--- src/rtl/stx_pkg.sv ---
package stx_pkg;
  typedef enum logic [2:0] {
    SQ_IDLE, SQ_LR, SQ_B0, SQ_B1, SQ_B2, SQ_B3, SQ_WR
  } seq_state_t;

  typedef enum logic [2:0] {
    MP_IDLE, MP_RD, MP_W1, MP_W2, MP_W3
  } mem_state_t;

  localparam int unsigned WORD_W = 16;
  localparam int unsigned BYTE_W = 8;
endpackage

--- src/rtl/stx_byte_shift.sv ---
module stx_byte_shift #(
  parameter int unsigned DIV = 2
) (
  input  logic       clk,
  input  logic       rst,
  input  logic       load,
  input  logic [7:0] tx_byte,
  output logic [7:0] rx_byte,
  output logic       done,
  output logic       sclk,
  output logic       mosi,
  input  logic       miso
);
  localparam int unsigned CW = (DIV > 1) ? $clog2(DIV) : 1;

  logic [7:0]    tx_q;
  logic [2:0]    bit_q;
  logic [CW-1:0] div_q;
  logic          active;

  assign mosi = tx_q[7];

  always_ff @(posedge clk) begin
    if (rst) begin
      tx_q    <= '0;
      rx_byte <= '0;
      bit_q   <= '0;
      div_q   <= '0;
      active  <= 1'b0;
      done    <= 1'b1;
      sclk    <= 1'b0;
    end else if (load) begin
      tx_q   <= tx_byte;
      bit_q  <= '0;
      div_q  <= '0;
      active <= 1'b1;
      done   <= 1'b0;
      sclk   <= 1'b0;
    end else if (active) begin
      if (div_q == CW'(DIV - 1)) begin
        div_q <= '0;
        if (!sclk) begin
          sclk    <= 1'b1;
          rx_byte <= {rx_byte[6:0], miso};
        end else begin
          sclk <= 1'b0;
          if (bit_q == 3'd7) begin
            active <= 1'b0;
            done   <= 1'b1;
          end else begin
            bit_q <= bit_q + 3'd1;
            tx_q  <= {tx_q[6:0], 1'b0};
          end
        end
      end else begin
        div_q <= div_q + CW'(1);
      end
    end
  end

  p_done_clears_r7: assert property (@(posedge clk) disable iff (rst)
    load |=> !done);
  p_mosi_hold_r2: assert property (@(posedge clk) disable iff (rst)
    sclk |-> $stable(mosi));
endmodule

--- src/rtl/stx_sram_port.sv ---
module stx_sram_port
  import stx_pkg::*;
#(
  parameter int unsigned SAW     = 11,
  parameter int unsigned RD_WAIT = 2
) (
  input  logic              clk,
  input  logic              rst,
  input  logic              go,
  input  logic              wr,
  input  logic [SAW-1:0]    addr,
  input  logic [WORD_W-1:0] wdata,
  output logic [WORD_W-1:0] rdata,
  output logic              busy,
  output logic [SAW-1:0]    sram_addr,
  output logic [WORD_W-1:0] sram_dq_o,
  input  logic [WORD_W-1:0] sram_dq_i,
  output logic              sram_dq_oe,
  output logic              sram_ce_n,
  output logic              sram_oe_n,
  output logic              sram_we_n
);
  localparam int unsigned WW = $clog2(RD_WAIT + 1);

  mem_state_t    st;
  logic [WW-1:0] wait_q;

  assign busy = (st != MP_IDLE);

  always_ff @(posedge clk) begin
    if (rst) begin
      st         <= MP_IDLE;
      wait_q     <= '0;
      rdata      <= '0;
      sram_addr  <= '0;
      sram_dq_o  <= '0;
      sram_dq_oe <= 1'b0;
      sram_ce_n  <= 1'b1;
      sram_oe_n  <= 1'b1;
      sram_we_n  <= 1'b1;
    end else begin
      case (st)
        MP_IDLE: if (go) begin
          sram_addr <= addr;
          sram_ce_n <= 1'b0;
          wait_q    <= '0;
          if (wr) begin
            sram_we_n <= 1'b0;
            sram_dq_o <= wdata;
            st        <= MP_W1;
          end else begin
            sram_oe_n <= 1'b0;
            st        <= MP_RD;
          end
        end
        MP_RD: begin
          if (wait_q == WW'(RD_WAIT - 1)) begin
            rdata     <= sram_dq_i;
            sram_ce_n <= 1'b1;
            sram_oe_n <= 1'b1;
            st        <= MP_IDLE;
          end else begin
            wait_q <= wait_q + WW'(1);
          end
        end
        MP_W1: begin
          sram_dq_oe <= 1'b1;
          st         <= MP_W2;
        end
        MP_W2: begin
          sram_we_n <= 1'b1;
          st        <= MP_W3;
        end
        MP_W3: begin
          sram_dq_oe <= 1'b0;
          sram_ce_n  <= 1'b1;
          st         <= MP_IDLE;
        end
        default: st <= MP_IDLE;
      endcase
    end
  end

  p_no_bus_fight_r6: assert property (@(posedge clk) disable iff (rst)
    !(sram_dq_oe && !sram_oe_n));
  p_oe_read_only_r4: assert property (@(posedge clk) disable iff (rst)
    !sram_oe_n |-> (sram_we_n && !sram_ce_n));
  p_we_rise_data_r5: assert property (@(posedge clk) disable iff (rst)
    $rose(sram_we_n) |-> (sram_dq_oe && $past(sram_dq_oe)));
  p_addr_hold_r5: assert property (@(posedge clk) disable iff (rst)
    (!sram_ce_n && $past(!sram_ce_n)) |-> $stable(sram_addr));
endmodule

--- src/rtl/stereo_xfer_seq.sv ---
module stereo_xfer_seq
  import stx_pkg::*;
#(
  parameter int unsigned AW      = 10,
  parameter int unsigned DIV     = 2,
  parameter int unsigned RD_WAIT = 2
) (
  input  logic          clk,
  input  logic          rst,
  input  logic          tick,
  input  logic [AW-1:0] rd_addr,
  input  logic [AW-1:0] wr_addr,
  output logic          adv,
  output logic [15:0]   dly_l,
  output logic [15:0]   dly_r,
  output logic          sclk,
  output logic          mosi,
  input  logic          miso,
  output logic          lrclk,
  output logic [AW:0]   sram_addr,
  output logic [15:0]   sram_dq_o,
  input  logic [15:0]   sram_dq_i,
  output logic          sram_dq_oe,
  output logic          sram_ce_n,
  output logic          sram_oe_n,
  output logic          sram_we_n
);
  localparam int unsigned SAW = AW + 1;

  seq_state_t        st;
  logic              sh_load, sh_done;
  logic [7:0]        sh_tx, sh_rx;
  logic              m_go, m_wr, m_busy;
  logic [SAW-1:0]    m_addr;
  logic [WORD_W-1:0] m_wdata, m_rdata;
  logic [15:0]       wet_l, wet_r, nxt_l, nxt_r;
  logic [7:0]        hi_byte;
  logic              ready;

  assign ready = sh_done && !sh_load && !m_busy && !m_go;
  assign dly_l = wet_l;
  assign dly_r = wet_r;

  stx_byte_shift #(.DIV(DIV)) u_shift (
    .clk(clk), .rst(rst), .load(sh_load), .tx_byte(sh_tx),
    .rx_byte(sh_rx), .done(sh_done), .sclk(sclk), .mosi(mosi), .miso(miso)
  );

  stx_sram_port #(.SAW(SAW), .RD_WAIT(RD_WAIT)) u_port (
    .clk(clk), .rst(rst), .go(m_go), .wr(m_wr), .addr(m_addr),
    .wdata(m_wdata), .rdata(m_rdata), .busy(m_busy),
    .sram_addr(sram_addr), .sram_dq_o(sram_dq_o), .sram_dq_i(sram_dq_i),
    .sram_dq_oe(sram_dq_oe), .sram_ce_n(sram_ce_n),
    .sram_oe_n(sram_oe_n), .sram_we_n(sram_we_n)
  );

  always_ff @(posedge clk) begin
    if (rst) begin
      st      <= SQ_IDLE;
      sh_load <= 1'b0;
      sh_tx   <= '0;
      m_go    <= 1'b0;
      m_wr    <= 1'b0;
      m_addr  <= '0;
      m_wdata <= '0;
      wet_l   <= '0;
      wet_r   <= '0;
      nxt_l   <= '0;
      nxt_r   <= '0;
      hi_byte <= '0;
      adv     <= 1'b0;
      lrclk   <= 1'b0;
    end else begin
      sh_load <= 1'b0;
      m_go    <= 1'b0;
      adv     <= 1'b0;
      lrclk   <= 1'b0;
      case (st)
        SQ_IDLE: if (tick) begin
          lrclk <= 1'b1;
          st    <= SQ_LR;
        end
        SQ_LR: begin
          sh_load <= 1'b1;
          sh_tx   <= wet_l[15:8];
          st      <= SQ_B0;
        end
        SQ_B0: if (ready) begin
          hi_byte <= sh_rx;
          sh_load <= 1'b1;
          sh_tx   <= wet_l[7:0];
          m_go    <= 1'b1;
          m_wr    <= 1'b0;
          m_addr  <= {rd_addr, 1'b0};
          st      <= SQ_B1;
        end
        SQ_B1: if (ready) begin
          nxt_l   <= m_rdata;
          sh_load <= 1'b1;
          sh_tx   <= wet_r[15:8];
          m_go    <= 1'b1;
          m_wr    <= 1'b1;
          m_addr  <= {wr_addr, 1'b0};
          m_wdata <= {hi_byte, sh_rx};
          st      <= SQ_B2;
        end
        SQ_B2: if (ready) begin
          hi_byte <= sh_rx;
          sh_load <= 1'b1;
          sh_tx   <= wet_r[7:0];
          m_go    <= 1'b1;
          m_wr    <= 1'b0;
          m_addr  <= {rd_addr, 1'b1};
          st      <= SQ_B3;
        end
        SQ_B3: if (ready) begin
          nxt_r   <= m_rdata;
          m_go    <= 1'b1;
          m_wr    <= 1'b1;
          m_addr  <= {wr_addr, 1'b1};
          m_wdata <= {hi_byte, sh_rx};
          st      <= SQ_WR;
        end
        SQ_WR: if (!m_busy && !m_go) begin
          wet_l <= nxt_l;
          wet_r <= nxt_r;
          adv   <= 1'b1;
          st    <= SQ_IDLE;
        end
        default: st <= SQ_IDLE;
      endcase
    end
  end

  p_lr_single_r3: assert property (@(posedge clk) disable iff (rst)
    lrclk |=> !lrclk);
  p_lr_sclk_low_r3: assert property (@(posedge clk) disable iff (rst)
    lrclk |-> !sclk);
  p_adv_single_r8: assert property (@(posedge clk) disable iff (rst)
    adv |=> !adv);
  p_adv_bus_free_r6: assert property (@(posedge clk) disable iff (rst)
    adv |-> (!sram_dq_oe && sram_ce_n));
endmodule

--- config.mk ---
export PLATFORM = sky130hd
export DESIGN_NAME = stereo_xfer_seq
export DESIGN_NICKNAME = d
export VERILOG_FILES = /design/src/rtl/stx_pkg.sv /design/src/rtl/stx_byte_shift.sv /design/src/rtl/stx_sram_port.sv /design/src/rtl/stereo_xfer_seq.sv
export SDC_FILE = /design/constraint.sdc
export NUM_CORES = 1
export LEC_CHECK = 0
export ABC_AREA = 1
export BUFFER_PORTS_ARGS = -buffer_cell sky130_fd_sc_hd__buf_4
export CAP_MARGIN = 10
export CORE_MARGIN = 1
export CORE_UTILIZATION = 45
export CTS_BUF_LIST = sky130_fd_sc_hd__clkbuf_2 sky130_fd_sc_hd__clkbuf_4 sky130_fd_sc_hd__clkbuf_8
export DETAILED_ROUTE_END_ITERATION = 10
export GPL_TIMING_DRIVEN = 0
export PLACE_DENSITY = 0.65
export SLEW_MARGIN = 20
export SYNTH_ARGS = -nofsm -noshare
export SYNTH_HDL_FRONTEND = slang
export SYNTH_SLANG_ARGS = --single-unit
--- constraint.sdc ---
create_clock -name clk -period 4.2 [get_ports clk]
set_clock_uncertainty 0.15 [all_clocks]
set_input_delay 0.84 -clock clk [delete_from_list [all_inputs] [get_ports clk]]
set_output_delay 0.84 -clock clk [all_outputs]
set_load 0.05 [all_outputs]
==> summary.txt <==
Run status
  • Status: finished clean

Synth
  • Yosys reg bits: 190
  • Area share of the largest cell type after synthesis: 51.1%
  • Cells after Synth: 1,002
  • Net count after synthesis: roughly 1,000
  • Sequential fraction of the synthesis area: approximately 50%
  • Largest area contributor in the netlist: dfxtp_1
  • Async S/R FF share, synth: 0%
  • Mapped Area: roughly 7400 sq um
  • Synth warnings: 0
  • Average cell area after synthesis: between 7 and 8 sq um
  • Top cells by area, synth: dfxtp_1 51%, nor2_1 11%, nand2_1 8.0%
  • Prevailing post-synth register cell: dfxtp_1
  • EDFF count, synth: 0
  • Cell variety after synth: 28

Worst setup path
  • Required time worst endpoint: about 4.5 ns
  • Critical Path End Type: flip-flop
  • R2R Setup Slk: between 2 and 2.5 ns
  • CP Class: in -> reg
  • Startpoint types: input pin
  • Critical path cell sequence: buf_4, inv_1, clkbuf_1, clkbuf_1, o21ai_0, nor2_1
  • Highest-delay cell along the critical path: clkbuf_1
  • Slowest cell delay on critical path: about 0.6 ns
  • Most used cell, CP: clkbuf_1
  • Crit Path Max Fanout: 10
  • R2R cell count: 6
  • FF-to-FF Start: u_port.wait_q[0]
  • RR Endpoint: u_port.rdata[15]
  • Critical Path AT: ~2.5 ns

Finish
  • Seq. cell area: approximately 3800 sq um
  • Final instance area: ~9000 sq um
  • Fraction of layout cells with a size suffix above 1: approximately 16%
  • Nets: between 1,000 and 1,500
  • Area taken by multi-input logic gates: around 3200 sq um
  • N_diodes: 0
  • Synth-to-Final Area Change: 20.4%
  • Fillers: ~1,600
  • Non-Filler Instances: about 1,400

CTS
  • Skew-Pair Late Insertion Delay: 0.46 ns
  • Post-CTS setup buffer count: 0
  • Clk sink count: 190
  • Number of gates resized after CTS: 0
  • Number of buffers created by CTS: 17
  • TritonCTS clock tree: built
  • CTS root buffer: clkbuf_8
  • CTS clk-pin slew, worst paths: about 0.10 ns
  • CTS Hold Bufs: 0
  • Clock H-tree levels: 4
  • CTS max path bufs: 2

Timing
  • Fin crit share: 54.4%
  • Fmax: approximately 440 MHz
  • Fin crit period: 2.28 ns
  • Fin Setup TNS: 0 ns
  • Unrepaired setup endpoints after global routing: no
  • Final Max Tran Viols: 0
  • Final hold vios: 0
  • Max_slew headroom: 49.9%
  • Worst-margin pin slew: between 0.7 and 0.8 ns
  • Hold_ws: ~0.3 ns
  • # setup viols final: 0

GRT
  • Vias in the first global route: 6,219
  • Grt total ovfl: 0
  • Largest net degree at the start of global routing: 18
  • Global-route wire length before repair: between 30 and 40 mm
  • Total GRT Usage: approximately 24%
  • Initial antenna violation count: 0

Place
  • Dpl cells: roughly 1,300
  • Port Buffers: around 110
  • Hpwl dp: 14.8 mm
  • Routability Congestion: 0.879
  • Placed instance area: roughly 8500 sq um

Route
  • Via count: 6,837
  • DRC: 0
  • Drt pass-1 iters: 5
  • Initial DRC Count: approximately 420
  • Routed vias/inst: 5.04
  • Detail Route Antenna Nets: 0
  • Routed WL: 19.7 mm
  • Routed WL per cell: between 10 and 15 microns

Floorplan
  • Initial Utilization: between 40 and 50%
  • Rows: between 40 and 50
  • Chip Width: approximately 130 microns
  • Die height: ~130 microns
  • IO Count: approximately 110
  • Core Area: between 15,000 and 20,000 sq um
  • Die Area: 17,100 sq um

Power and ir drop
  • Worst VDD drop: 282 uV
  • Clock power share: roughly a quarter
  • Leakage: about 3.7 nW
  • Sequential share of power: 40.3%
  • Sw power: 2.27 mW
  • Comb pwr share: 35.8%
  • PD cells: roughly 630 nW/um^2
  • P_int: between 3 and 4 mW
  • Sw Share: approximately two fifths
  • PnR Total Power: between 5 and 6 mW

Flow run
  • Max Cap Viol: 0

Hold path
  • Hold Crit Class: reg -> reg
  • Worst Min Path Start: u_shift.tx_q[5]
  • Hold depth: 2
  • Hold EP: u_shift.tx_q[5]
-- cells in the mapped netlist, types with 9 or more instances --
cell type,count
a21oi_1,79
buf_2,14
buf_4,9
clkbuf_1,30
dfxtp_1,190
inv_1,46
nand2_1,158
nand3_1,70
nand4_1,16
nor2_1,226
o21ai_0,117
o21ai_1,10
-- registers in the layout (all words and copies together), names as in the netlist, 11 cells and up --
name / flops
m_addr: 11
u_port.rdata: 16
nxt_l: 16
u_port.sram_dq_o: 16
dly_l: 16
u_port.sram_addr: 11
m_wdata: 16
nxt_r: 16
dly_r: 16
-- area by class of cell --
class / count / area share [%]
clock inverters: 14 / 2.28
repair buffers: 106 / 8.88
multi-input cells: 702 / 35.3
plain buffers: 57 / 3.13
flip-flops and latches: 190 / 42.4
clock buffers: 18 / 2.76
inverters: 53 / 2.23
well taps: 216 / 3.02
-- through the flow --
step / setup WS [ns] / utilization (%)
after floorplan: 2.33 / -
after global placement: 1.51 / 53.2
after detailed placement: 1.50 / 53.2
after CTS: 1.99 / 56.0
after global routing: 1.81 / 56.0
final: 1.92 / 56.0
-- worst max-delay path: cells and delay by family --
family | cells | cell delay [ns]
AO/OA/AOI/OAI | 1 | 0.24
buffers and inverters | 4 | 1.34
AND/OR/NAND/NOR | 1 | 0.12
-- power groups by stage --
stage	Clock [mW]	Sequential, mW	Combinational (mW)
2_1_floorplan	0	2.55	1.24
3_3_place_gp	0	2.32	1.99
3_5_place_dp	0	2.33	2.01
4_1_cts	1.37	2.28	2.02
5_1_grt	1.44	2.32	2.28
6_report	1.36	2.29	2.03
-- metal layers --
layer / global-route usage, % / vias up / share of wire, %
met1: 33.4 / 3113 / 48
met5: 0 / - / 0
li1: - / 3526 / -
met4: 7.64 / 0 / 1.5
met2: 38.6 / 177 / 46
met3: 3.71 / 21 / 5.2
-- kinds of logic (layout without fill, tap and decap cells) --
family | Yosys count | after routing | synth area share, %
buffers and inverters | 110 | 248 | 6.45
AND/OR/NAND/NOR | 491 | 491 | 27.9
adder cells (fa/ha/maj) | 3 | 3 | 0.504
AO/OA/AOI/OAI | 208 | 208 | 14.0
flip-flops | 190 | 190 | 51.1
-- worst max path at each step --
stage	startpoint	end	slack, ns	cells past startpoint
6_report	rst	m_wdata[15]	1.92	6
5_1_grt	rst	m_wdata[15]	1.81	6
4_1_cts	rst	m_wdata[15]	1.99	6
3_5_place_dp	rst	dly_l[10]	1.50	6
3_3_place_gp	rst	m_wdata[15]	1.51	6
2_1_floorplan	u_shift.sclk	u_shift.tx_q[5]	2.33	5
-- cell usage in the layout, fill, tap and decap left out --
cell type	netlist	final
nand3_2	2	2
buf_2	14	14
nand2_1	158	158
inv_2	5	5
clkinv_2	1	2
a31oi_1	2	2
nor2_1	226	226
buf_4	9	115
nor2_2	1	1
clkbuf_8	0	18
inv_1	46	46
nor2_8	1	1
o21ai_0	117	117
nand2_2	3	3
clkinv_1	1	1
clkinvlp_4	0	2
a21oi_1	79	79
inv_6	0	4
buf_1	2	2
inv_8	0	1
nand4_1	16	16
o21ai_1	10	10
nor3_1	4	4
nand2_4	4	4
nand3_1	70	70
dfxtp_1	190	190
ha_1	3	3
bufinv_16	0	4
nor4_1	3	3
clkinv_4	0	2
nand3_4	1	1
clkbuf_1	30	30
nor2_4	2	2
buf_6	2	2
Power figures use the tool's default switching activity.
